==> config.mk <==
export PLATFORM = sky130hd
export DESIGN_NAME = pwrdn_ctrl
export DESIGN_NICKNAME = d
export VERILOG_FILES = /design/src/rtl/pwrdn_pkg.sv /design/src/rtl/pwrdn_rst_sync.sv /design/src/rtl/pwrdn_req_reg.sv /design/src/rtl/pwrdn_gate.sv /design/src/rtl/pwrdn_ready_trk.sv /design/src/rtl/pwrdn_ctrl.sv
export SDC_FILE = /design/constraint.sdc
export NUM_CORES = 1
export LEC_CHECK = 0
export BUFFER_PORTS_ARGS = -buffer_cell sky130_fd_sc_hd__buf_4
export CORE_ASPECT_RATIO = 1.25
export CORE_MARGIN = 1
export CORE_UTILIZATION = 41
export CTS_CLUSTER_DIAMETER = 200
export DETAILED_ROUTE_END_ITERATION = 8
export PLACE_DENSITY = 0.82
export SKIP_LAST_GASP = 1
export SYNTH_ARGS = -nofsm -noshare
export SYNTH_HDL_FRONTEND = slang
export SYNTH_SLANG_ARGS = --single-unit
==> constraint.sdc <==
create_clock -name clk -period 3.8 [get_ports clk]
set_clock_uncertainty 0.2 [all_clocks]
set_input_delay 0.57 -clock clk [delete_from_list [all_inputs] [get_ports clk]]
set_output_delay 0.57 -clock clk [all_outputs]
set_load 0.005 [all_outputs]
==> src/rtl/pwrdn_pkg.sv <==
package pwrdn_pkg;
  localparam int SUB_N   = 7;
  localparam int RDY_N   = 4;
  localparam int REG_W   = 16;
  localparam int REQ_LSB = 8;

  localparam int IDX_ADC  = 0;
  localparam int IDX_DAC  = 1;
  localparam int IDX_MIX  = 2;
  localparam int IDX_REF  = 3;
  localparam int IDX_LINK = 4;
  localparam int IDX_CLK  = 5;
  localparam int IDX_HP   = 6;

  typedef logic [SUB_N-1:0] sub_vec_t;
  typedef logic [RDY_N-1:0] rdy_vec_t;
endpackage

==> src/rtl/pwrdn_rst_sync.sv <==
module pwrdn_rst_sync #(
  parameter int STAGES = 2
) (
  input  logic clk,
  input  logic arst_n,
  output logic rst_n_o
);
  logic [STAGES-1:0] sync_q;
  logic [STAGES-1:0] sync_d;

  always_comb begin
    sync_d = {sync_q[STAGES-2:0], 1'b1};
  end

  always_ff @(posedge clk or negedge arst_n) begin
    if (!arst_n) sync_q <= '0;
    else         sync_q <= sync_d;
  end

  assign rst_n_o = sync_q[STAGES-1];
endmodule

==> src/rtl/pwrdn_req_reg.sv <==
module pwrdn_req_reg
  import pwrdn_pkg::*;
#(
  parameter int W   = REG_W,
  parameter int LSB = REQ_LSB,
  parameter int N   = SUB_N
) (
  input  logic         clk,
  input  logic         rst_n,
  input  logic         wr_en_i,
  input  logic [W-1:0] wr_data_i,
  output logic [N-1:0] req_o
);
  logic [N-1:0] req_q;
  logic [N-1:0] req_d;

  always_comb begin
    req_d = req_q;
    if (wr_en_i) req_d = wr_data_i[LSB +: N];
  end

  always_ff @(posedge clk or negedge rst_n) begin
    if (!rst_n) req_q <= '0;
    else        req_q <= req_d;
  end

  assign req_o = req_q;

  assert_write_lands_R2: assert property (@(posedge clk) disable iff (!rst_n)
    $past(wr_en_i) |-> req_o == $past(wr_data_i[LSB +: N]));
  assert_hold_no_write_R2: assert property (@(posedge clk) disable iff (!rst_n)
    !$past(wr_en_i) |-> $stable(req_o));
endmodule

==> src/rtl/pwrdn_gate.sv <==
module pwrdn_gate
  import pwrdn_pkg::*;
(
  input  logic     clk,
  input  logic     rst_n,
  input  sub_vec_t req_i,
  input  rdy_vec_t rdy_q_i,
  output sub_vec_t en_o
);
  logic ref_on, ref_ok, link_hold, clk_off;
  rdy_vec_t flagged_en;

  always_comb begin
    ref_on = !(req_i[IDX_REF] && req_i[IDX_ADC] && req_i[IDX_DAC]);
    ref_ok = rdy_q_i[IDX_REF] && ref_on;

    flagged_en[IDX_REF] = ref_on;
    flagged_en[IDX_ADC] = !req_i[IDX_ADC] && ref_ok;
    flagged_en[IDX_DAC] = !req_i[IDX_DAC] && ref_ok;
    flagged_en[IDX_MIX] = !req_i[IDX_MIX] && ref_ok;

    link_hold = |(flagged_en & ~rdy_q_i);

    en_o = '0;
    en_o[RDY_N-1:0] = flagged_en;
    en_o[IDX_HP]    = !req_i[IDX_HP] && ref_ok;
    en_o[IDX_LINK]  = !(req_i[IDX_LINK] && !link_hold);
    clk_off         = req_i[IDX_CLK] && req_i[IDX_ADC] && req_i[IDX_DAC] && !en_o[IDX_LINK];
    en_o[IDX_CLK]   = !clk_off;
  end

  assert_ref_first_R5: assert property (@(posedge clk) disable iff (!rst_n)
    (en_o[IDX_ADC] || en_o[IDX_DAC] || en_o[IDX_MIX] || en_o[IDX_HP]) |-> rdy_q_i[IDX_REF]);
  assert_ref_down_R6: assert property (@(posedge clk) disable iff (!rst_n)
    !en_o[IDX_REF] |-> (req_i[IDX_ADC] && req_i[IDX_DAC] && !en_o[IDX_MIX]));
  assert_clk_last_R8: assert property (@(posedge clk) disable iff (!rst_n)
    !en_o[IDX_CLK] |-> (!en_o[IDX_LINK] && !en_o[IDX_ADC] && !en_o[IDX_DAC]));
endmodule

==> src/rtl/pwrdn_ready_trk.sv <==
module pwrdn_ready_trk
  import pwrdn_pkg::*;
#(
  parameter int N = RDY_N
) (
  input  logic         clk,
  input  logic         rst_n,
  input  logic [N-1:0] en_i,
  input  logic [N-1:0] settled_i,
  output logic [N-1:0] rdy_q_o,
  output logic [N-1:0] ready_o
);
  for (genvar k = 0; k < N; k++) begin : g_flag
    logic flag_q, flag_d;

    always_comb begin
      flag_d = en_i[k] && (flag_q || settled_i[k]);
    end

    always_ff @(posedge clk or negedge rst_n) begin
      if (!rst_n) flag_q <= 1'b0;
      else        flag_q <= flag_d;
    end

    assign rdy_q_o[k] = flag_q;
    assign ready_o[k] = flag_q && en_i[k];

    assert_rise_after_settle_R3: assert property (@(posedge clk) disable iff (!rst_n)
      $rose(ready_o[k]) |-> ($past(settled_i[k]) && $past(en_i[k])));
    assert_drop_with_enable_R4: assert property (@(posedge clk) disable iff (!rst_n)
      !en_i[k] |-> !ready_o[k]);
  end
endmodule

==> src/rtl/pwrdn_ctrl.sv <==
module pwrdn_ctrl
  import pwrdn_pkg::*;
(
  input  logic             clk,
  input  logic             rst_n,
  input  logic             wr_en,
  input  logic [REG_W-1:0] wr_data,
  input  logic [RDY_N-1:0] settled,
  output logic [REG_W-1:0] rd_data,
  output logic [SUB_N-1:0] sub_en,
  output logic [RDY_N-1:0] ready
);
  logic     srst_n;
  sub_vec_t req;
  rdy_vec_t rdy_q;
  logic     unused_wr_bits;

  assign unused_wr_bits = ^{wr_data[REG_W-1:REQ_LSB+SUB_N], wr_data[REQ_LSB-1:0]};

  pwrdn_rst_sync #(.STAGES(2)) u_rst (
    .clk(clk), .arst_n(rst_n), .rst_n_o(srst_n));

  pwrdn_req_reg #(.W(REG_W), .LSB(REQ_LSB), .N(SUB_N)) u_req (
    .clk(clk), .rst_n(srst_n), .wr_en_i(wr_en), .wr_data_i(wr_data), .req_o(req));

  pwrdn_gate u_gate (
    .clk(clk), .rst_n(srst_n), .req_i(req), .rdy_q_i(rdy_q), .en_o(sub_en));

  pwrdn_ready_trk #(.N(RDY_N)) u_rdy (
    .clk(clk), .rst_n(srst_n), .en_i(sub_en[RDY_N-1:0]), .settled_i(settled),
    .rdy_q_o(rdy_q), .ready_o(ready));

  always_comb begin
    rd_data = '0;
    rd_data[REQ_LSB +: SUB_N] = req;
    rd_data[RDY_N-1:0]        = ready;
  end

  assert_link_waits_R7: assert property (@(posedge clk) disable iff (!srst_n)
    !sub_en[IDX_LINK] |-> ((sub_en[RDY_N-1:0] & ~ready) == '0));
  assert_standby_R9: assert property (@(posedge clk) disable iff (!srst_n)
    (&rd_data[REQ_LSB +: SUB_N]) |-> (sub_en == '0 && ready == '0));
endmodule

==> impl_results.md, run 1 <==
* Status: finished clean
* Tmin final at 2.216 ns
* Cell Count, Final, Fillers Out at 108
* Share of layout cells above drive strength 1 at 51.65%
* Initial antenna violation count at 0
* Area Growth Syn to Fin at 38.39%
* DP Cell Count at 101
* Main flop type after synthesis: dfrtp_1
* Post-route antenna net violation count at 0
* First-pass GRT wire length at 2014 µm
* Share of the synthesized area in the top cell type at 48.69%
* Yosys top cell by area: dfrtp_1
* Final Util at 63.98%
* Via/cell ratio at 4.815
* MaxCap Viol Count at 0
* Power Dens Cells at 377.9 mW/mm²
* Worst hold path class: reg2reg
* Total clock buffers created by CTS at 3
* Clk_lat worst skew at 0.28 ns
* Critical Path End Type: primary output
* IO buf count at 35
* Vias in the first global route at 504
* Rows at 15
* I/O Pins at 50
* Die ar. at 0.001796 mm²
* WP data required at 3.03 ns
* Commonest cells post-synth: dfrtp_1, buf_4, mux2_2, nor2_1
* Wire per inst at 11.83 µm
* CTS Hold Buffers Added at 3
* Post-synth cell types at 19
* Post-CTS Repair Setup Buffers at 0
* Post-cts sizing count at 0
* Clk sinks at 13
* 1st-pass router iterations at 3
* Post-DP Area at 868.3 µm²
* DR iter-0 viols at 4
* Top-count cell post-synth: dfrtp_1
* Hold WS at 0.1551 ns
* Arrival @ worst endpoint at 1.45 ns
* Final Cell Area at 924.6 µm²
* Final net count at 115
* Setup ws final at 1.584 ns
* Crit Path Class: reg2out
* Final period util at 58.31%
* Root Buffer Master: clkbuf_4
* CTS tree: yes
* Die W at 38.11 µm
* Starting Density at 46.23%
* Post-DP HPWL at 957.8 µm
* Leakage at 0.4601 nW
* Maximum buffer depth of the clock tree at 2
* Total GRT Usage at 16.48%
* RSZ-0062 raised after global routing: false
* Setup TNS at 0 ns
* Final setup violation count at 0
* Inserted Diodes at 0
* Sequential area share after synthesis at 48.69%
* DP Worst Slack at 1.887 ns
* Setup crit start kind: register
* Slew Limit Fails at 0
* Synth Warn # at 0
* Max IR drop VDD at 0.1840 mV
* Delay-heaviest family, CP: flip-flops
* Avg Inst Size Synth at 11.52 µm²
* Cell count after synthesis at 58
* Largest net degree at the start of global routing at 9
* CP Cell Sequence: and3_1, o221ai_1, buf_4
* Post-synth EDFFs at 0
* Overall routed net length at 1278 µm
* Vias at 520
* Clk slew on worst S/H paths at 0.08 ns
* CP max stage cell: dfrtp_1
* Fmax at 0.4513 GHz
* Die H at 47.14 µm
* Synth Register Bits at 13
* Total core area at 0.001445 mm²
* Placer Congestion at 0.7065
* CP peak stage delay at 0.43 ns
* Post-synthesis instance area at 668.1 µm²
* Fin. Hold Viols at 0
* Post-synth ARST share at 100.0%
* Grt ovf at 0
* Synth area leaders: dfrtp_1, buf_4, mux2_2, o21a_1, nor4_4
* # H-tree levels at 1
* Overall power at 0.3494 mW
* WP buf/inv at 1
* DRC Markers at 0
* Crit Path Max Fanout at 8
[where the power goes]
part | internal, mW | switching [mW] | total [mW]
sequential | 0.152 | 0.0148 | 0.167
clock | 0.0407 | 0.0438 | 0.0845
combinational | 0.0613 | 0.0363 | 0.0976
total | 0.254 | 0.0949 | 0.349
[flip-flops by register name, indices dropped and copies added, names as in the netlist]
register,cells
u_req.req_o,7
u_rdy.g_flag.flag_q,4
u_rst.sync_q,2
[layer usage]
layer	track usage, %	share of wire, %	vias up
met4	8.571	1.4	0
met5	0	0	-
met1	20.74	42	245
met3	2.844	7.7	2
met2	27.12	49	30
li1	-	-	243
[layout make-up]
class / count / area [µm²]
Fill cell: 130 / 520.5
Sequential cell: 13 / 325.3
Timing Repair Buffer: 38 / 292.8
Multi-Input combinational cell: 33 / 247.7
Clock buffer: 4 / 26.28
Tap cell: 17 / 21.27
Inverter: 3 / 11.26
[final timing paths]
kind	start	end	slack, ns	cells past startpoint
max	u_req.req_o[0]	sub_en[4]	1.58	3
min	u_rst.sync_q[0]	u_rst.sync_q[1]	0.16	0
max reg2reg	u_req.req_o[0]	u_rdy.g_flag[2].flag_q	2.54	2
min reg2reg	u_rst.sync_q[0]	u_rst.sync_q[1]	0.16	0
max in group asynchronous	u_rst.sync_q[1]	u_rdy.g_flag[3].flag_q	2.72	1
min in group asynchronous	rst_n	u_rst.sync_q[0]	0.40	2
[cell usage in the layout, fill, tap and decap left out]
cell type / n
mux2_2: 7
o22a_1: 1
conb_1: 6
nor3_1: 2
o21ai_0: 1
dlygate4sd3_1: 3
inv_1: 3
nor4_4: 1
nor4_2: 1
and3_1: 1
o221ai_1: 1
dfrtp_1: 13
clkbuf_1: 1
and2_1: 2
and4_1: 1
clkbuf_4: 3
o21a_1: 3
buf_4: 35
nor2_1: 4
and2b_1: 2
[logic make-up after synthesis]
logic type	after synthesis	synth area share, %
compound gates	6	6.741
mux	7	11.80
flops	13	48.69
simple gates	14	15.17
buf+inv	16	16.48
other cells	2	1.124
No activity file was read; power rests on OpenSTA's default activity.
==> inputs of run 2 (changes only) <==
- CORE_UTILIZATION: 41 -> 38
- PLACE_DENSITY: 0.82 -> 0.77
- clock period: 3.8 -> 2.2 ns (I/O delays scaled with it)
==> run 2 against run 1 <==
Effect of this change: register-to-register slack worse by 1.6 ns; clock power up 73%; power up 73%; core utilization down 6.1 points; highest routed layer unchanged; wire length down 3.5%; setup slack worse by 1.4 ns; die area up 7.5%; sequential share of layout area down 0.095 points; global-route usage down 0.70 points; sequential cell count unchanged; hold slack worse by 0.11 ns; final cell count up 0.93%; critical endpoint unchanged.
==> impl_results.md, run 2 (synthesized netlist as in run 1, its figures left out) <==
* Largest register FFs at 7 (unchanged)
* Total core area at 0.001602 mm² (was 0.001445 mm²)
* Inserted Diodes at 0 (unchanged)
* Largest net degree at the start of global routing at 9 (unchanged)
* Maximum buffer depth of the clock tree at 2 (unchanged)
* Critical Path End Type: primary output (unchanged)
* Fin. Hold Viols at 0 (unchanged)
* DR iter-0 viols at 2 (was 4)
* Setup crit start kind: register (unchanged)
* Post-route antenna net violation count at 0 (unchanged)
* DP Worst Slack at 0.5396 ns (was 1.887 ns)
* Worst hold path class: in2reg (was reg2reg)
* Initial antenna violation count at 0 (unchanged)
* Overall routed net length at 1233 µm (was 1278 µm)
* Die H at 48.88 µm (was 47.14 µm)
* Final Util at 57.89% (was 63.98%)
* Via/cell ratio at 4.688 (was 4.815)
* Share of layout cells above drive strength 1 at 52.75% (was 51.65%)
* Clk slew on worst S/H paths at 0.08 ns (about the same)
* DP Cell Count at 102 (was 101)
* Post-DP HPWL at 984.2 µm (was 957.8 µm)
* RSZ-0062 raised after global routing: false (unchanged)
* Arrival @ worst endpoint at 1.45 ns (about the same)
* Cell Count, Final, Fillers Out at 109 (was 108)
* Power Dens Cells at 650.9 mW/mm² (was 377.9 mW/mm²)
* DRC Markers at 0 (unchanged)
* Area Growth Syn to Fin at 38.76% (was 38.39%)
* Rows at 16 (was 15)
* Crit Path Max Fanout at 8 (unchanged)
* First-pass GRT wire length at 2035 µm (was 2014 µm)
* Final net count at 115 (unchanged)
* Vias in the first global route at 474 (was 504)
* WP data required at 1.67 ns (was 3.03 ns)
* Final period util at 89.80%
* Placer Congestion at 0.7144 (was 0.7065)
* Wire per inst at 11.31 µm (was 11.83 µm)
* Tmin final at 1.976 ns
* Clk_lat worst skew at 0.28 ns (about the same)
* MaxCap Viol Count at 0 (unchanged)
* Crit Path Class: reg2out (unchanged)
* # H-tree levels at 1 (unchanged)
* Grt ovf at 0 (unchanged)
* Starting Density at 41.72% (was 46.23%)
* Slew Limit Fails at 0 (unchanged)
* Post-CTS Repair Setup Buffers at 0 (unchanged)
* Total clock buffers created by CTS at 3 (unchanged)
* Die W at 39.51 µm (was 38.11 µm)
* Die ar. at 0.001931 mm² (was 0.001796 mm²)
* Fmax at 0.5062 GHz
* Worst R2R Setup Slack at 0.95 ns (was 2.54 ns)
* Root Buffer Master: clkbuf_4 (unchanged)
* Fillers at 149 (was 130)
* Max IR drop VDD at 0.3933 mV (was 0.1840 mV)
* Setup TNS at 0 ns (unchanged)
* Final setup violation count at 0 (unchanged)
* Leakage at 0.4628 nW (was 0.4601 nW)
* Total GRT Usage at 15.78% (was 16.48%)
* Vias at 511 (was 520)
* Clk sinks at 13 (unchanged)
* Status: finished clean (unchanged)
* Setup ws final at 0.2244 ns (was 1.584 ns)
* CTS tree: yes (unchanged)
* IO buf count at 35 (unchanged)
* Commonest non-fill, non-tap cells in the layout: buf_4, dfrtp_1, mux2_2 (unchanged)
* I/O Pins at 50 (unchanged)
* 1st-pass router iterations at 2 (was 3)
* Most common cell after layout, fill and taps aside: buf_4 (unchanged)
run 2: power breakdown:
| group | leakage, nW | total [mW] | internal (mW) | switching (mW) |
|---|---|---|---|---|
| sequential | 0.154 | 0.288 | 0.263 | 0.0243 |
| combinational | 0.291 | 0.169 | 0.106 | 0.0633 |
| clock | 0.0177 | 0.146 | 0.0676 | 0.0788 |
| total | 0.463 | 0.603 | 0.437 | 0.166 |
run 2: critical path: stages (launching register included):
cell and delay (ns):
dfrtp_1 0.43, and3_1 0.40, o221ai_1 0.17, buf_4 0.16
run 2: area by class of cell:
| class | instances | area (µm²) | share of cell area, % |
|---|---|---|---|
| clock inverter | 1 | 5.005 | 0.5398 |
| multi-input combinational | 33 | 247.7 | 26.72 |
| timing repair buffer | 38 | 292.8 | 31.58 |
| inverter | 3 | 11.26 | 1.215 |
| tap | 18 | 22.52 | 2.429 |
| sequential | 13 | 325.3 | 35.09 |
| clock buffer | 3 | 22.52 | 2.429 |
run 2: repair_timing:
item,CTS,global route
hold buffers,3,0
setup endpoints to repair,0,0
resized for setup,0,0
hold endpoints to repair,8,0
run 2: final timing paths:
check,start,end,cells after the start
worst max-delay path,u_req.req_o[1],sub_en[4],3
worst min-delay path,settled[0],u_rdy.g_flag[0].flag_q,2
worst max register to register,u_req.req_o[0],u_rdy.g_flag[2].flag_q,2
worst min register to register,u_rst.sync_q[0],u_rst.sync_q[1],0
max in group asynchronous,u_rst.sync_q[1],u_req.req_o[6],1
min in group asynchronous,rst_n,u_rst.sync_q[1],2
run 2: through the flow:
step / hold WS [ns] / instance area, µm² / power (mW)
6_report: 0.04851 / 927.1 / 0.6035
2_1_floorplan: -0.1656 / 683.2 / 0.3880
4_1_cts: 0.03531 / 927.1 / 0.6153
3_3_place_gp: -0.08768 / 869.6 / 0.4557
3_5_place_dp: -0.08520 / 869.6 / 0.4600
5_1_grt: 0.03833 / 927.1 / 0.6419
run 2: layer usage:
layer | vias up | share of wire (%) | global-route usage [%]
met4 | 0 | 2.8 | 12.07
li1 | 246 | - | -
met2 | 28 | 49 | 23.77
met1 | 233 | 37 | 17.99
met5 | - | 0 | 0
met3 | 4 | 10 | 4.110
